**src/rtl/erp_pkg.sv**
```systemverilog
package erp_pkg;

  localparam int ERP_BYTE_W = 8;
  localparam logic [ERP_BYTE_W-1:0] MK_HDR_A = 8'hAA;
  localparam logic [ERP_BYTE_W-1:0] MK_HDR_B = 8'hA5;
  localparam logic [ERP_BYTE_W-1:0] MK_VAL   = 8'h5A;

  typedef enum logic [3:0] {
    ST_WAIT, ST_SKIP,
    ST_HMK1, ST_AHI, ST_HMK2, ST_ALO,
    ST_VMK1, ST_VHI, ST_VMK2, ST_VLO
  } erp_state_e;

  function automatic erp_state_e next_field(input erp_state_e s);
    case (s)
      ST_HMK1: return ST_AHI;
      ST_AHI:  return ST_HMK2;
      ST_HMK2: return ST_ALO;
      ST_ALO:  return ST_VMK1;
      ST_VMK1: return ST_VHI;
      ST_VHI:  return ST_VMK2;
      ST_VMK2: return ST_VLO;
      ST_VLO:  return ST_VMK1;
      default: return ST_SKIP;
    endcase
  endfunction

  function automatic logic is_marker(input erp_state_e s);
    return (s == ST_HMK1) || (s == ST_HMK2) || (s == ST_VMK1) || (s == ST_VMK2);
  endfunction

  function automatic logic [ERP_BYTE_W-1:0] marker_for(input erp_state_e s);
    case (s)
      ST_HMK1: return MK_HDR_A;
      ST_HMK2: return MK_HDR_B;
      default: return MK_VAL;
    endcase
  endfunction

  function automatic logic in_parse(input erp_state_e s);
    return (s != ST_WAIT) && (s != ST_SKIP);
  endfunction

  function automatic logic is_partial(input erp_state_e s);
    return in_parse(s) && (s != ST_VMK1);
  endfunction

endpackage

```
**src/rtl/erp_word_check.sv**
```systemverilog
module erp_word_check
  import erp_pkg::*;
#(
  parameter int PIX_W = 12,
  parameter int BYTE_W = ERP_BYTE_W,
  parameter logic [PIX_W-1:0] TAG_WORD = 12'h0A0
) (
  input  logic [PIX_W-1:0]  word_i,
  input  erp_state_e        state_i,
  output logic [BYTE_W-1:0] byte_o,
  output logic              pad_ok_o,
  output logic              tag_hit_o,
  output logic              marker_ok_o
);
  localparam int PAD_W = PIX_W - BYTE_W;

  function automatic logic [BYTE_W-1:0] payload_of(input logic [PIX_W-1:0] w);
    return w[PIX_W-1 -: BYTE_W];
  endfunction

  assign byte_o      = payload_of(word_i);
  assign tag_hit_o   = (word_i == TAG_WORD);
  assign marker_ok_o = (payload_of(word_i) == marker_for(state_i));

  generate
    if (PAD_W > 0) begin : g_pad
      assign pad_ok_o = (word_i[PAD_W-1:0] == '0);
    end else begin : g_nopad
      assign pad_ok_o = 1'b1;
    end
  endgenerate
endmodule

```
**src/rtl/erp_addr_gen.sv**
```systemverilog
module erp_addr_gen #(
  parameter int ADDR_W = 16,
  parameter int ADDR_STEP = 2
) (
  input  logic                clk,
  input  logic                rst_n,
  input  logic                load_hi_i,
  input  logic                load_lo_i,
  input  logic                step_i,
  input  logic [ADDR_W/2-1:0] byte_i,
  output logic [ADDR_W-1:0]   addr_o
);
  localparam int HALF_W = ADDR_W / 2;

  function automatic logic [ADDR_W-1:0] step_addr(input logic [ADDR_W-1:0] a);
    return a + ADDR_W'(ADDR_STEP);
  endfunction

  logic [HALF_W-1:0] hi_q;
  logic [ADDR_W-1:0] addr_q;

  always_ff @(posedge clk or negedge rst_n) begin
    if (!rst_n) begin
      hi_q   <= '0;
      addr_q <= '0;
    end else begin
      if (load_hi_i) hi_q <= byte_i;
      if (load_lo_i) addr_q <= {hi_q, byte_i};
      else if (step_i) addr_q <= step_addr(addr_q);
    end
  end

  assign addr_o = addr_q;
endmodule

```
**src/rtl/emb_row_parser.sv**
```systemverilog
module emb_row_parser
  import erp_pkg::*;
#(
  parameter int PIX_W = 12,
  parameter int ADDR_W = 16,
  parameter int ADDR_STEP = 2,
  parameter logic [PIX_W-1:0] TAG_WORD = 12'h0A0
) (
  input  logic              clk,
  input  logic              rst_n,
  input  logic              pix_vld_i,
  input  logic              line_vld_i,
  input  logic [PIX_W-1:0]  pix_data_i,
  output logic              pair_vld_o,
  output logic [ADDR_W-1:0] pair_addr_o,
  output logic [ADDR_W-1:0] pair_val_o,
  output logic              err_o
);
  localparam int BYTE_W = ADDR_W / 2;

  function automatic logic [ADDR_W-1:0] join_bytes(input logic [BYTE_W-1:0] hi,
                                                   input logic [BYTE_W-1:0] lo);
    return {hi, lo};
  endfunction

  erp_state_e state_q, state_d;
  logic [BYTE_W-1:0] byte_w, val_hi_q;
  logic [ADDR_W-1:0] cur_addr;
  logic pad_ok, tag_hit, marker_ok;

  // named internal events
  logic ev_take, ev_bad, ev_trunc, ev_emit, ev_load_hi, ev_load_lo, ev_val_hi;

  erp_word_check #(.PIX_W(PIX_W), .BYTE_W(BYTE_W), .TAG_WORD(TAG_WORD)) u_check (
    .word_i(pix_data_i), .state_i(state_q), .byte_o(byte_w),
    .pad_ok_o(pad_ok), .tag_hit_o(tag_hit), .marker_ok_o(marker_ok)
  );

  assign ev_take    = pix_vld_i && line_vld_i;
  assign ev_bad     = ev_take && in_parse(state_q) &&
                      (!pad_ok || (is_marker(state_q) && !marker_ok));
  assign ev_trunc   = !line_vld_i && is_partial(state_q);
  assign ev_emit    = ev_take && (state_q == ST_VLO) && !ev_bad;
  assign ev_load_hi = ev_take && (state_q == ST_AHI) && !ev_bad;
  assign ev_load_lo = ev_take && (state_q == ST_ALO) && !ev_bad;
  assign ev_val_hi  = ev_take && (state_q == ST_VHI) && !ev_bad;

  erp_addr_gen #(.ADDR_W(ADDR_W), .ADDR_STEP(ADDR_STEP)) u_addr (
    .clk(clk), .rst_n(rst_n), .load_hi_i(ev_load_hi), .load_lo_i(ev_load_lo),
    .step_i(ev_emit), .byte_i(byte_w), .addr_o(cur_addr)
  );

  always_comb begin
    state_d = state_q;
    if (!line_vld_i) begin
      state_d = ST_WAIT;
    end else if (ev_take) begin
      case (state_q)
        ST_WAIT: state_d = tag_hit ? ST_HMK1 : ST_SKIP;
        ST_SKIP: state_d = ST_SKIP;
        default: state_d = ev_bad ? ST_SKIP : next_field(state_q);
      endcase
    end
  end

  always_ff @(posedge clk or negedge rst_n) begin
    if (!rst_n) begin
      state_q     <= ST_WAIT;
      val_hi_q    <= '0;
      pair_vld_o  <= 1'b0;
      pair_addr_o <= '0;
      pair_val_o  <= '0;
      err_o       <= 1'b0;
    end else begin
      state_q    <= state_d;
      pair_vld_o <= ev_emit;
      err_o      <= ev_bad || ev_trunc;
      if (ev_val_hi) val_hi_q <= byte_w;
      if (ev_emit) begin
        pair_addr_o <= cur_addr;
        pair_val_o  <= join_bytes(val_hi_q, byte_w);
      end
    end
  end

  // one strobe per value, never back to back
  p_pulse_single_r9: assert property (@(posedge clk) disable iff (!rst_n)
    pair_vld_o |=> !pair_vld_o);
  // a faulty row never yields a pair in the same cycle as its error
  p_err_no_pair_r6: assert property (@(posedge clk) disable iff (!rst_n)
    err_o |-> !pair_vld_o);
  // a padded word with stray low bits is reported next cycle
  p_pad_flag_r7: assert property (@(posedge clk) disable iff (!rst_n)
    (ev_take && in_parse(state_q) && !pad_ok) |=> err_o);
  // line-valid low returns to idle
  p_line_idle_r8: assert property (@(posedge clk) disable iff (!rst_n)
    !line_vld_i |=> (state_q == ST_WAIT));
  // truncated field is flagged
  p_trunc_flag_r8: assert property (@(posedge clk) disable iff (!rst_n)
    ev_trunc |=> err_o);
  // a skipped row stays silent
  p_skip_silent_r1: assert property (@(posedge clk) disable iff (!rst_n)
    (state_q == ST_SKIP) |=> !pair_vld_o);
endmodule

```
**config.mk**
```make
export PLATFORM = sky130hd
export DESIGN_NAME = emb_row_parser
export DESIGN_NICKNAME = d
export VERILOG_FILES = /design/src/rtl/erp_pkg.sv /design/src/rtl/erp_word_check.sv /design/src/rtl/erp_addr_gen.sv /design/src/rtl/emb_row_parser.sv
export SDC_FILE = /design/constraint.sdc
export NUM_CORES = 1
export LEC_CHECK = 0
export BUFFER_PORTS_ARGS = -buffer_cell sky130_fd_sc_hd__buf_4
export CAP_MARGIN = 20
export CORE_ASPECT_RATIO = 0.9
export CORE_MARGIN = 4
export CORE_UTILIZATION = 50
export CTS_CLUSTER_DIAMETER = 50
export DETAILED_ROUTE_END_ITERATION = 7
export PLACE_DENSITY = 0.77
export SLEW_MARGIN = 20
export SYNTH_ARGS = -nofsm -noshare
export SYNTH_HDL_FRONTEND = slang
export SYNTH_SLANG_ARGS = --single-unit
```
**constraint.sdc**
```tcl
create_clock -name clk -period 7.02 [get_ports clk]
set_input_delay 1.404 -clock clk [delete_from_list [all_inputs] [get_ports clk]]
set_output_delay 1.404 -clock clk [all_outputs]
set_load 0.01 [all_outputs]
```
# == Word level (Yosys, flattened, before mapping) ==
# Memory sizes are Yosys's and may differ from the RTL's.
# Cells that the tools add are included.
# classes
n_eq_ne,14
reduce_logical,28
add_sub_neg,1
muxes,8
# ops
cell,count
two-way mux 16 bit,2
adder 16 x 2 -> 16 bit (second input constant),1
equality test 4 x 3 -> 1 bit (second input constant),4
one-hot mux 8 bit (2 select lines),1
logical AND 1 bit,15
equality test 12 x 8 -> 1 bit (second input constant),1
two-way mux 4 bit,3
equality test 4 x 2 -> 1 bit (second input constant),2
equality test 4 bit (second input constant),2
equality test 8 bit,1
logical NOT 4 bit,2
one-hot mux 4 bit (2 select lines),1
logical OR 1 bit,5
equality test 4 x 1 -> 1 bit (second input constant),1
logical NOT 1 bit,4
inequality test 4 x 1 -> 1 bit (second input constant),1
inequality test 4 x 3 -> 1 bit (second input constant),1
nonzero test 4 bit,1
two-way mux 2 bit,1
inequality test 2 x 1 -> 1 bit (second input constant),1
nonzero test 2 bit,1
# word_totals
rom_bits,64
input_bits,16
out_inout_bits,34
memories,1
register_bits,70
elab_cells,60
# mem_list
memory,words,width,rd,rd_clocked_by_memory_dff,wr,line,rtl
(name not given),16,4,1,0,0,erp_pkg.sv:15,case (s)

# == Longest topological paths before layout ==
# Gate-level depths: netlist of the first run.
# logic_depth
depth_word,11
mapped_depth,11
ltp_nobuf,8

# == Cells and area by module ==
# Synthesis of the first run repeated with hierarchy kept, for this count alone.
# unflattened
hier_cells,278
area_unflattened_um2,3474.6
# by_module_without_submodules
mod,seq_area_each_um2,n_inst,area_each_um2,cells_each
emb_row_parser,1151.1,1,2140.8,144
erp_addr_gen,600.6,1,1157.4,113
erp_word_check,0.0,1,176.4,21

# == Worst setup path before layout of the first run ==
# OpenSTA, ideal clock, no wires.
# synth_timing
path_kind,in2reg
startpoint,input port pix_data_i[1]
endpoint,"register u_addr.addr_q[14], in the netlist u_addr.addr_o[14]"
path_stages,7
setup_ps,69
path_buffers,1
slack_ps,3556
t_arrival_ps,3395
t_required_ps,6951
cell_sequence,or4_4 > or3_1 > a211o_1 > a21o_1 > buf_6 > or4_1 > nand3_1
# synth_between
elab_chain_cells,7
word_cells_on_any_way,9
classes_between,mux: 1; reduce/logical: 8
# synth_lines
item,line,rtl
"start, declared",emb_row_parser.sv:13,"input logic [PIX_W-1:0] pix_data_i,"
logical NOT 4 bit (*),erp_word_check.sv:27,assign pad_ok_o = (word_i[PAD_W-1:0] == '0);
logical NOT 1 bit (*),emb_row_parser.sv:41,(!pad_ok || (is_marker(state_q) && !marker_ok));
logical OR 1 bit (*),emb_row_parser.sv:41,
logical AND 1 bit (*),emb_row_parser.sv:40,assign ev_bad = ev_take && in_parse(state_q) &&
logical NOT 1 bit (*),"emb_row_parser.sv:43, emb_row_parser.sv:45",
logical AND 1 bit (on tied branches),"emb_row_parser.sv:45, emb_row_parser.sv:43",
two-way mux 16 bit / nonzero test 2 bit (equally long branches),n/a,
"end signal, assigned",erp_addr_gen.sv:28,"if (load_lo_i) addr_q <= {hi_q, byte_i};"
"end signal, assigned",erp_addr_gen.sv:29,else if (step_i) addr_q <= step_addr(addr_q);
"end, declared",erp_addr_gen.sv:20,logic [ADDR_W-1:0] addr_q;
# Mark *: on every way between the ends. The rest lies on a longest branch, timed or not.
# A chain may end at the register's enable or synchronous reset.

# == Final worst setup path of the first run ==
# Same ends and word-level chain as after synthesis.

==> results.txt, run 1 <==
- Core box area: 6551 um^2
* Setup Skew: approximately 0.013 ns
* Core Util, Final: 60.77%
* Critical Path Start Type: primary input
- The max-slew violation count was 0.
- For the worst setup path, the data arrival time is roughly 3.8 ns.
* FP Rows: 28
- The H-tree was split into 3 levels.
- For the worst-skew pair, the clock arrives at the later sink with an insertion delay of 0.35 ns.
- After detailed routing, the total wire length is 7307 um.
- Power spread over the standard cell area amounts to 194.5 nW/um^2.
- In this run the static leakage power is slightly below 2 nW.
- The worst-case IR drop observed on VDD is 0.1098 mV.
- Average detailed-routed wire length per instance: 16.84 um
* Number of synthesized flops with an enable pin: 0
- For this run, the top clock speed supported by timing is 281.3 MHz.
- In the final layout, the multi-input gates occupy roughly 1500 um^2.
- Clock-pin slew was measured on the worst setup and hold paths at 0.06 ns.
* Largest net degree at the start of global routing: 71
* Endpoint type of the worst setup path: register
- Run status: complete, no violations
* Width of the die: 94.32 um
- Among cell families on the critical path, the largest total delay comes from simple AND/OR/NAND/NOR gates.
* Worst setup slack for register-to-register paths: between 4 and 5 ns
- In the post-synthesis netlist, the biggest area contributors are sky130_fd_sc_hd__dfrtp_1 52%, sky130_fd_sc_hd__mux2_2 15%, sky130_fd_sc_hd__ha_1 2.2%, sky130_fd_sc_hd__o21ai_0 2.2%, sky130_fd_sc_hd__nand3_1 2.1%.
- The congestion estimate from routability-driven global placement came to 0.8461.
- Number of nets in the synthesized netlist: 315
- Fraction of registers with async set/reset: 100.0%
- The critical path crosses 8 cells after its start point.
- Sequential elements use 52.24% of the synthesized area.
- After synthesis, the netlist uses 45 different library cells.
- Number of warnings issued by yosys: 0
* Clk Tree Root Cell: sky130_fd_sc_hd__clkbuf_8
- 0 antenna diodes ended up in the layout.
- After clock tree synthesis, the repair step resized 0 gates.
- For this run, the slowest stage of the critical path takes 0.56 ns.
- The synthesized design contains 70 register bits.
- Across all setup checks in the final design, the least slack found is 3.466 ns.
- Setup total negative slack on the finished layout was measured at 0 ns.
* Placement-stage cell area: about 3800 um^2
- In this run the critical register-to-register path is launched from state_q[0].
* Total of endpoints with negative setup slack in the final report: 0
- For this configuration, the core starts out at a cell density of between 50% and 60%.
- The die covers between 8000 and 9000 um^2.
- Via count normalized by instance count: 5.843
- Library cell occupying the most area in the post-synthesis netlist: sky130_fd_sc_hd__dfrtp_1
- The tightest min-delay check is of the reg2reg type.
- Yosys instantiated no cell more often than sky130_fd_sc_hd__dfrtp_1.
* Post-layout min period: 3.554 ns
- Portion of synthesized cell area occupied by the leading cell type: 52.24%
- GRT Overall Usage: between 10% and 20%
* Sequential cell area: 1752 um^2
- TritonCTS built the clock tree.
- The average instance in the mapped netlist occupies 11.44 um^2.
* Via count of the routed design: 2,536
- The most used flip-flop cell after synthesis is sky130_fd_sc_hd__dfrtp_1.
* Number of I/O port buffers: 49
* Max_cap viols: 0
- The number of antenna violations at the first check in global routing is 0.
* Total of fill cells in the finished design: between 500 and 600
- Setup repair after global routing left no endpoint under its margin.
- Data on the critical path is required at its endpoint by 7.30 ns.
- Number of hold buffers added after cts: 0
- After layout, the worst path uses 50.63% of the clock period.
- The longest clock path from root to sink contains 2 buffers.
- The slowest stage of the critical path belongs to the cell sky130_fd_sc_hd__or4_4.
* Iter 0 DRT Violations: 127
* Num CTS Buffers: 9
* Vias in the first global route: between 2,000 and 3,000
* Overflow left after global routing: 0
* Critical path class: in2reg
- Cells after Synth: ~300
- Met3 routed wirelength: 586 um
- For this run, the detailed router's first-pass iteration total came to 4.
* Transition time at the pin with the least slew margin: approximately 0.84 ns
- Critical-path maximum fanout: 46
- Length of routed wiring on met1: 3281 um
- Sum of met2 wire segment lengths after detailed routing: approximately 3400 um
- DRC violations left: 0
* Worst Min Path Start: pair_addr_o[11]
- In this run the vertical extent of the chip is about 86 um.
- Cell area after layout: 3981 um^2
* Number of hold violations in the final report: 0
* Worst hold slack after final layout: 0.4794 ns
- The cell area that synthesis handed to floorplanning was 3353 um^2.
- Relative to the synthesized area, the layout overhead comes to 18.73%.
- Fraction of layout instances using a drive strength above 1: 32.85%
- Rel. slew slack: 44.15%
- After the last flow step, the layout net total stands at 362.
- Beginning of the critical path: pix_data_i[1]
- Dpl hpwl: 5026 um
- Counting instances, the worst hold path has a depth of 2.
- Routed signal wires occupy layers up through met4.
- Once the clock tree was built, the setup fixing pass inserted 0 buffers.
* Buf+Inv Stages, Crit Path: 2
- The tree built by TritonCTS fans out to 70 sinks.
- Number of cell instances on the worst register-to-register path: 9
* Top cells by instance count after synthesis: 70 x sky130_fd_sc_hd__dfrtp_1, 46 x sky130_fd_sc_hd__mux2_2, 17 x sky130_fd_sc_hd__nand2_1
* Detail Route Antenna Nets: 0
- The critical path goes through buf_4, or4_4, or3_1, a211o_1, a21o_1, buf_4, or4_1, nand3_1.
* First-pass GRT wire length: 12,640 um
- The most numerous cell type found on the critical path is sky130_fd_sc_hd__buf_4.
- Pin placement for this block handled 50 I/O pins.
- Setup WS pre-CTS: 3.140 ns
-- cell type report --
| class | instances | area share [%] |
|---|---|---|
| inverters | 8 | 0.7542 |
| well taps | 90 | 2.828 |
| clock inverters | 3 | 1.100 |
| repair buffers | 50 | 9.428 |
| clock buffers | 12 | 3.897 |
| flip-flops and latches | 70 | 44.00 |
| multi-input cells | 201 | 37.99 |
-- metal layers --
| metal | track usage (%) | up-vias |
|---|---|---|
| li1 | - | 1180 |
| met1 | 27.70 | 1252 |
| met5 | 0 | - |
| met3 | 5.439 | 10 |
| met2 | 30.99 | 94 |
| met4 | 5.381 | 0 |
-- placed cells by master, fill, tap and decap left out, types with 2 or more instances in the layout --
master,n
sky130_fd_sc_hd__a221o_1,4
sky130_fd_sc_hd__nor3b_1,3
sky130_fd_sc_hd__inv_1,8
sky130_fd_sc_hd__o21bai_1,6
sky130_fd_sc_hd__nand2_1,17
sky130_fd_sc_hd__nand4_1,2
sky130_fd_sc_hd__a21oi_1,4
sky130_fd_sc_hd__mux2i_1,4
sky130_fd_sc_hd__clkbuf_8,11
sky130_fd_sc_hd__and2_1,4
sky130_fd_sc_hd__a31oi_1,5
sky130_fd_sc_hd__a211o_1,3
sky130_fd_sc_hd__nand3b_1,2
sky130_fd_sc_hd__mux2_2,46
sky130_fd_sc_hd__ha_1,6
sky130_fd_sc_hd__o22ai_1,6
sky130_fd_sc_hd__a21boi_0,2
sky130_fd_sc_hd__nor2b_1,4
sky130_fd_sc_hd__nor2_1,16
sky130_fd_sc_hd__o21a_1,3
sky130_fd_sc_hd__a32oi_1,2
sky130_fd_sc_hd__buf_4,50
sky130_fd_sc_hd__or4_1,2
sky130_fd_sc_hd__a22oi_1,2
sky130_fd_sc_hd__nor4bb_1,2
sky130_fd_sc_hd__nor3_1,3
sky130_fd_sc_hd__o21ai_0,15
sky130_fd_sc_hd__and3_1,4
sky130_fd_sc_hd__dfrtp_1,70
sky130_fd_sc_hd__or3_1,2
sky130_fd_sc_hd__nor4_1,5
sky130_fd_sc_hd__a211oi_1,3
sky130_fd_sc_hd__nand3_1,14
-- worst paths after layout --
check / end
setup reg to reg: u_addr.addr_o[14]
hold / removal: pair_addr_o[11]
setup / recovery: u_addr.addr_o[14]
min in group asynchronous: pair_addr_o[3]
hold reg to reg: pair_addr_o[11]
max in group asynchronous: val_hi_q[7]
-- state kept, by name, indices dropped and copies added (netlist names) --
signal,cells
pair_val_o,16
pair_vld_o,1
err_o,1
u_addr.hi_q,8
val_hi_q,8
state_q,4
u_addr.addr_o,16
pair_addr_o,16
-- per-stage QoR --
| stage | std cells | power, mW |
|---|---|---|
| after floorplan | 293 | 0.4272 |
| after global placement | 419 | 0.4512 |
| after detailed placement | 419 | 0.4515 |
| after CTS | 434 | 0.7777 |
| after global routing | 434 | 0.8030 |
| final | 434 | 0.7745 |
-- cells by family (layout without fill, tap and decap cells) --
family	Yosys count	count (layout)	share of synthesized area (%)
XOR/XNOR	1	1	0.2612
multiplexers	50	50	16.64
AND/OR/NAND/NOR	81	81	12.65
adder cells (fa/ha/maj)	6	6	2.239
flip-flops	70	70	52.24
buffers and inverters	22	73	2.836
AO/OA/AOI/OAI	63	63	13.13
-- power by group --
group	total (mW)	internal [mW]	switching, mW
logic	0.0355	0.0120	0.0235
clock network	0.331	0.182	0.149
registers	0.408	0.406	0.00250
total	0.774	0.599	0.175
-- worst register-to-register path, stage by stage, from the launching register on --
cell and delay, ns:
sky130_fd_sc_hd__dfrtp_1 0.44, sky130_fd_sc_hd__inv_1 0.11, sky130_fd_sc_hd__ha_1 0.33, sky130_fd_sc_hd__mux2i_1 0.14
sky130_fd_sc_hd__or4_1 0.45, sky130_fd_sc_hd__a211o_1 0.31, sky130_fd_sc_hd__a21o_1 0.19, sky130_fd_sc_hd__buf_4 0.28
sky130_fd_sc_hd__or4_1 0.58, sky130_fd_sc_hd__nand3_1 0.07
(Power assumes the default switching activity.)
==> run 2: changes to the inputs <==
--- a/config.mk
+++ b/config.mk
@@ -12,7 +12,7 @@
 export CORE_UTILIZATION = 50
 export CTS_CLUSTER_DIAMETER = 50
 export DETAILED_ROUTE_END_ITERATION = 7
-export PLACE_DENSITY = 0.77
+export PLACE_DENSITY = 0.8
 export SLEW_MARGIN = 20
 export SYNTH_ARGS = -nofsm -noshare
 export SYNTH_HDL_FRONTEND = slang
==> constraint.sdc (replaced) <==
create_clock -name clk -period 3.22 [get_ports clk]
set_input_delay 0.644 -clock clk [delete_from_list [all_inputs] [get_ports clk]]
set_output_delay 0.644 -clock clk [all_outputs]
set_load 0.01 [all_outputs]
==> run 2 against run 1 <==
  * Via count is 1.0% higher
  * Final area is 0.13% higher
  * Critical path depth is 1 higher
  * Global-route usage is 0.11 points lower
  * Clock power is 86% higher
  * Worst setup slack worse by 3.0 ns
  * Largest cell class unchanged
  * Power is 100% higher
  * Count of clock-buffer cells in the layout is 3 lower
  * Flip-flop and latch count stayed put
  * Routed wire length is 1.9% higher
  * Largest power group unchanged
  * Cell count is 1.4% higher
  * Utilization is 0.076 points higher
==> results.txt, run 2 (same netlist as run 1, synthesis figures left out) <==
* Max_cap viols: 0 (unchanged)
* Data arrival time of the critical path: 3.02 ns (-0.81 ns)
* Number of I/O port buffers: 49 (unchanged)
- Iter 0 DRT Violations: 133 (+4.7%)
* GRT Overall Usage: 19.84% (-0.11 points)
- Critical path class: reg2reg
- The tightest min-delay check is of the in2async type.
* TritonCTS clock tree: built
- F_max: 357.4 MHz
* Worst ir drop on vdd: 0.2501 mV (+130%)
* Transition time at the pin with the least slew margin: 0.8715 ns (+0.03376 ns)
* Critical Path Start Type: register
* Critical-path maximum fanout: 17 (-63%)
- The worst-skew pair later-pin latency is 0.35 ns (about the same).
- Dpl hpwl: 5295 um (+5.3%)
- The number of nets with antenna violations after detailed routing is 0 (unchanged).
- The post-detailed-route wirelength per cell came to 16.92 um (+0.51%).
- The total power came to 1.586 mW (+100%).
* Width of the die: 94.32 um (unchanged)
* Height of the chip: 85.69 um (unchanged)
- First-pass GRT wire length: 12,530 um (-0.87%)
- The area of all placed cells without fillers is 3986 um^2 (+0.13%).
* Final number of max-transition violations: 0 (unchanged)
* Detailed-router iteration count before antenna repair: 5 (+1)
- Count of cells resized by post-cts repair: 0 (unchanged)
- Maximum count of clock buffers along a single path: 2 (unchanged)
- The level count of the clock H-tree came to 3 (unchanged).
- The placement-stage cell area was 3814 um^2 (+0.99%).
- The total number of placement rows was 28 (unchanged).
- Post-layout min period: 2.798 ns
- The final number of hold-violating endpoints was 0 (unchanged).
- Leaving out fill and tap cells, the most frequent cell in the layout is sky130_fd_sc_hd__dfrtp_1.
- Compared with the post-synthesis result, the final layout area differs by 18.88%.
- Data required, critical path: 3.45 ns (-3.85 ns)
- Period Utilization, post-route: approximately 87%
* Power per standard cell area: 397.9 nW/um^2 (+100%)
- RSZ-0062 raised after global routing: no
* Routed wire length: 7446 um (+1.9%)
* Clk Tree Root Cell: sky130_fd_sc_hd__clkbuf_8
* Die Outline Area: 8082 um^2 (unchanged)
* Core box area: 6551 um^2 (unchanged)
- Largest net degree at the start of global routing: 71 (unchanged)
- The leakage power total is 1.967 nW (+0.52%).
- Ports: 50 (unchanged)
* Fraction of layout instances using a drive strength above 1: 34.00% (+1.2 points)
* Number of hold buffers added after cts: 0 (unchanged)
- Worst hold slack after final layout: 0.4004 ns (-0.07903 ns)
- The flow ran to the end, and the final reports show no timing, DRC or antenna violations.
- The worst slew margin relative to its limit was 41.90% (-2.3 points).
* Diode count: 0 (unchanged)
* Via count normalized by instance count: 5.823 (-0.35%)
- Vias in the first global route: 2,629 (+2.0%)
* Top library cells by usage in the layout, fill and taps aside: 70 x sky130_fd_sc_hd__dfrtp_1, 55 x sky130_fd_sc_hd__buf_4, 46 x sky130_fd_sc_hd__mux2_2
- Number of buffers inserted by post-CTS setup repair: 0 (unchanged)
- Layout net count: 367 (+1.4%)
- Starting utilization of the core area: 51.18% (unchanged)
- Endpoint type of the worst setup path: register
- Antenna violations before repair: 0 (unchanged)
- The count of clock tree sinks is 70 (unchanged).
* Num CTS Buffers: 9 (unchanged)
* Via count of the routed design: 2,562 (+1.0%)
* DRC violations left: 0 (unchanged)
* Total negative setup slack: 0 ns (unchanged)
- The clock slew at the register clock pins of the worst setup and hold paths is 0.08 ns (+0.02 ns).
- Overflow left after global routing: 0 (unchanged)
- The count of final setup violators came to 0 (unchanged).
- Setup Skew: 0.009160 ns (-0.003350 ns)
* Final weighted congestion of routability-driven global placement: 0.8657 (+2.3%)
run 2: cell types whose count changed in the layout (fill, tap and decap cells not counted), sizes merged:
cell,before,now
buf,50,55
bufinv,1,0
clkbuf,12,9
clkinv,2,5
clkinvlp,0,1
inv,8,9
run 2: critical path, cell delays in order, from the launching register on:
cell and delay [ns]:
sky130_fd_sc_hd__dfrtp_1 0.46, sky130_fd_sc_hd__inv_1 0.09, sky130_fd_sc_hd__ha_1 0.22, sky130_fd_sc_hd__buf_4 0.16, sky130_fd_sc_hd__nor2_1 0.23, sky130_fd_sc_hd__nor3_1 0.10
sky130_fd_sc_hd__o21bai_1 0.28, sky130_fd_sc_hd__a21o_1 0.42, sky130_fd_sc_hd__buf_4 0.34, sky130_fd_sc_hd__mux2_2 0.38
run 2: final timing paths:
check / startpoint / end / slack (ns) / cells past startpoint
worst max-delay path: state_q[0] / pair_val_o[0] / 0.42 / 9
worst min-delay path: rst_n / pair_addr_o[8] / 0.40 / 1
worst max register to register: state_q[0] / pair_val_o[0] / 0.42 / 9
worst min register to register: pair_addr_o[1] / pair_addr_o[1] / 0.50 / 2
max in group asynchronous: rst_n / state_q[1] / 2.24 / 1
min in group clk: pair_addr_o[1] / pair_addr_o[1] / 0.50 / 2
run 2: metrics by stage:
stage	worst slack [ns]	util (%)	std cells
final	0.4220	60.85	440
after global routing	0.1987	60.85	440
after CTS	0.4299	60.85	440
after detailed placement	0.1705	58.21	424
after global placement	0.2206	58.21	424
after floorplan	0.5162	-	293
run 2: layer usage:
layer,wire length [um],share of wire (%),vias up,GRT usage (%)
li1,-,-,1186,-
met1,3299,44,1267,27.78
met2,3537,48,99,31.06
met3,554,7.4,10,5.439
met4,55,0.74,0,4.462
met5,0,0,-,0
run 2: where the power goes:
group	internal, mW	switching (mW)	total, mW	leakage [nW]
Sequential	0.884	0.00594	0.890	0.969
Clock	0.280	0.336	0.616	0.0894
Combinational	0.0279	0.0524	0.0803	0.908
run 2: area by class of cell:
type | instances | area (um^2)
inverters | 8 | 30.03
fillers | 560 | 2565
well taps | 90 | 112.6
clock buffers | 9 | 123.9
clock inverters | 7 | 48.80
flip-flops and latches | 70 | 1752
repair buffers | 55 | 412.9
multi-input cells | 201 | 1506
==> run 3: changes to the inputs <==
--- a/config.mk
+++ b/config.mk
@@ -8,7 +8,7 @@
 export BUFFER_PORTS_ARGS = -buffer_cell sky130_fd_sc_hd__buf_4
 export CAP_MARGIN = 20
 export CORE_ASPECT_RATIO = 0.9
-export CORE_MARGIN = 4
+export CORE_MARGIN = 8
 export CORE_UTILIZATION = 50
 export CTS_CLUSTER_DIAMETER = 50
 export DETAILED_ROUTE_END_ITERATION = 7
==> run 3 against run 2 <==
  * Flip-flop and latch count is the same
  * Register-to-register slack lost 0.11 ns
  * Die area grew 19%
  * Utilization grew 1.3 points
  * Clock skew shrank 0.0021 ns
  * Critical endpoint is now u_addr.addr_o[12]
==> results.txt, run 3 (same netlist as run 1, synthesis figures left out) <==
- Top library cells by usage in the layout, fill and taps aside: 70 x sky130_fd_sc_hd__dfrtp_1, 53 x sky130_fd_sc_hd__buf_4, 46 x sky130_fd_sc_hd__mux2_2
- The first-iteration detailed-routing DRC count was 172 (+29%).
- Run status: complete, no violations
* F_max: 343.6 MHz (-3.9%)
- Setup WS pre-CTS: 0.1733 ns (+0.002765 ns)
- The final hold slack is 0.3845 ns (-0.01593 ns).
- The count of clock tree sinks came to 70 (unchanged).
- The average vias per placed instance came to 5.952 (+2.2%).
* Overall power consumption: 1.905 mW (+20%)
- The worst slew margin relative to its limit was 42.95% (+1.1 points).
- Among the stages of the critical path, the cell type that occurs most often is sky130_fd_sc_hd__a211o_1.
- Endpoint type of the worst setup path: register
- The leakage power total was 2.001 nW (+1.8%).
- Final weighted congestion of routability-driven global placement: 0.8831 (+2.0%)
* Data required, critical path: 3.50 ns (+0.05 ns)
- Overflow left after global routing: 0 (unchanged)
- The transition time at the pin with the least slew margin is 0.8557 ns (-0.01580 ns).
* Num CTS Buffers: 9 (unchanged)
- Family with the most delay on the worst path: compound AO/OA/AOI/OAI gates
- The largest net degree at the start of global routing is 71 (unchanged).
- Routed wire length: 7767 um (+4.3%)
* Clock insertion delay at the later pin of the skew report: 0.34 ns (about the same)
* Number of cell instances on the worst register-to-register path: 9 (unchanged)
- The largest buffer count on any clock path was 2 (unchanged).
- The count of hold-fix buffers inserted at cts is 0 (unchanged).
* Setup Skew: 0.007076 ns (-0.002084 ns)
- The setup slack of the critical path after layout is 0.3093 ns (-0.1127 ns).
- Compared with the post-synthesis result, the final layout area differs by 21.34%.
- Level count of the clock H-tree: 3 (unchanged)
- Total negative setup slack: 0 ns (unchanged)
- Setup repair after global routing left no endpoint under its margin.
- The count of final setup violators is 0 (unchanged).
* Clk Tree Root Cell: sky130_fd_sc_hd__clkbuf_8
* Fraction of layout instances using a drive strength above 1: 33.33% (-0.67 points)
- The number of placed instances, taps included came to 422 (-0.47%).
- The number of remaining DRC errors came to 0 (unchanged).
- Detail Route Antenna Nets: 0 (unchanged)
- Detailed-router iteration count before antenna repair: 5 (unchanged)
- The max-slew violation count was 0 (unchanged).
* Critical Path Start Type: register
- The total number of placement rows was 28 (unchanged).
* Post-layout min period: 2.911 ns (+0.1127 ns)
* Period Utilization, post-route: 90.39% (+3.5 points)
- Slowest-stage cell, CP: sky130_fd_sc_hd__dfrtp_1
- The worst path arrival time is 3.19 ns (+0.17 ns).
- Antenna violations before repair: 0 (unchanged)
- Worst ir drop on vdd: 0.2542 mV (+1.6%)
- Cell-by-cell listing of the critical path: inv_1, ha_1, mux2i_1, or4_1, a211o_1, a21o_1, buf_4, nor4_1, a211o_1
* Die Outline Area: 9586 um^2 (+19%)
- Number of buffers inserted by post-CTS setup repair: 0 (unchanged)
- Vias in the first global route: 2,704 (+2.9%)
* Core box area: 6551 um^2 (unchanged)
- Count of cells resized by post-cts repair: 0 (unchanged)
- Max_cap viols: 0 (unchanged)
* Maximum cell stage delay along the critical path: 0.45 ns (about the same)
* Most common cell after layout, fill and taps aside: sky130_fd_sc_hd__dfrtp_1
- Width of the die: 102.3 um (+8.5%)
- The placement-stage cell area is 3799 um^2 (-0.39%).
- Diode count: 0 (unchanged)
- The setup slack on the worst flop-to-flop path came to 0.31 ns (-0.11 ns).
- Number of I/O port buffers: 49 (unchanged)
- The buffering stage count on the worst path with inverters included is 2 (-1).
- Total of fill cells in the finished design: 537 (-4.1%)
- The endpoint identified for the worst register-to-register timing path is u_addr.addr_o[12].
- Clock slew at the register clock pins of the worst setup and hold paths: 0.07 ns (about the same)
- Power per standard cell area: 468.2 nW/um^2 (+18%)
- Critical-path maximum fanout: 17 (unchanged)
- The post-detailed-route wirelength per cell is 17.73 um (+4.8%).
- TritonCTS built the clock tree.
* Worst hold-check path type: in2async
* GRT Overall Usage: 17.92% (-1.9 points)
- The filler-free cell count of the finished design is 438 (-0.45%).
* Critical path class: reg2reg
- The wire length of the first global-routing pass was 13,450 um (+7.3%).
- The placed wire-length estimate after detailed placement was 5458 um (+3.1%).
- Via count of the routed design: 2,607 (+1.8%)
* Number of hold violations in the final report: 0 (unchanged)
- The count of nets after finishing was 365 (-0.54%).
- Cell area after layout: 4069 um^2 (+2.1%)
* Starting utilization of the core area: 51.18% (unchanged)
* Ports: 50 (unchanged)
* Start of the worst register-to-register path: state_q[0]
- Core Util, Final: 62.11% (+1.3 points)
- The vertical extent of the die was 93.69 um (+9.3%).
==> run 3: cell count changes in the layout (fill, tap and decap cells not counted), sizes merged <==
cell	delta
bufinv	+4
clkbuf	+2
clkinv	-5
buf	-2
clkinvlp	-1
==> run 3: cell type report <==
type                    count  area, um^2  area share (%)
clock buffers              11       141.4           3.475
multi-input cells         201        1506           37.02
flip-flops and latches     70        1752           43.05
repair buffers             53       397.9           9.779
well taps                  90       112.6           2.768
inverters                   8       30.03          0.7380
clock inverters             5       128.9           3.167
==> run 3: where the power goes <==
group          switching [mW]  leakage [nW]  internal [mW]  total, mW
Sequential            0.00607         0.969          0.884      0.890
Clock                   0.319         0.134          0.617      0.936
Combinational          0.0517         0.898         0.0270     0.0787
Total                   0.377          2.00           1.53       1.90
==> run 3: worst max-delay path by stage <==
| stage | startpoint | slack [ns] | cells past startpoint | endpoint |
|---|---|---|---|---|
| 2_1_floorplan | pix_data_i[1] | 0.52 | 7 | u_addr.addr_o[14] |
| 3_3_place_gp | pix_data_i[1] | 0.21 | 7 | val_hi_q[6] |
| 3_5_place_dp | pix_data_i[1] | 0.17 | 8 | u_addr.addr_o[12] |
| 4_1_cts | state_q[0] | 0.32 | 9 | u_addr.addr_o[12] |
| 5_1_grt | state_q[0] | 0.14 | 9 | u_addr.addr_o[12] |
| 6_report | state_q[0] | 0.31 | 9 | u_addr.addr_o[12] |
==> run 3: layer usage <==
layer | global-route usage [%] | wire length, um | vias to the layer above
met2 | 27.37 | 3612 | 124
met5 | 0 | 0 | -
met1 | 22.83 | 3279 | 1280
met4 | 6.960 | 125 | 0
met3 | 6.148 | 748 | 15
li1 | - | - | 1188
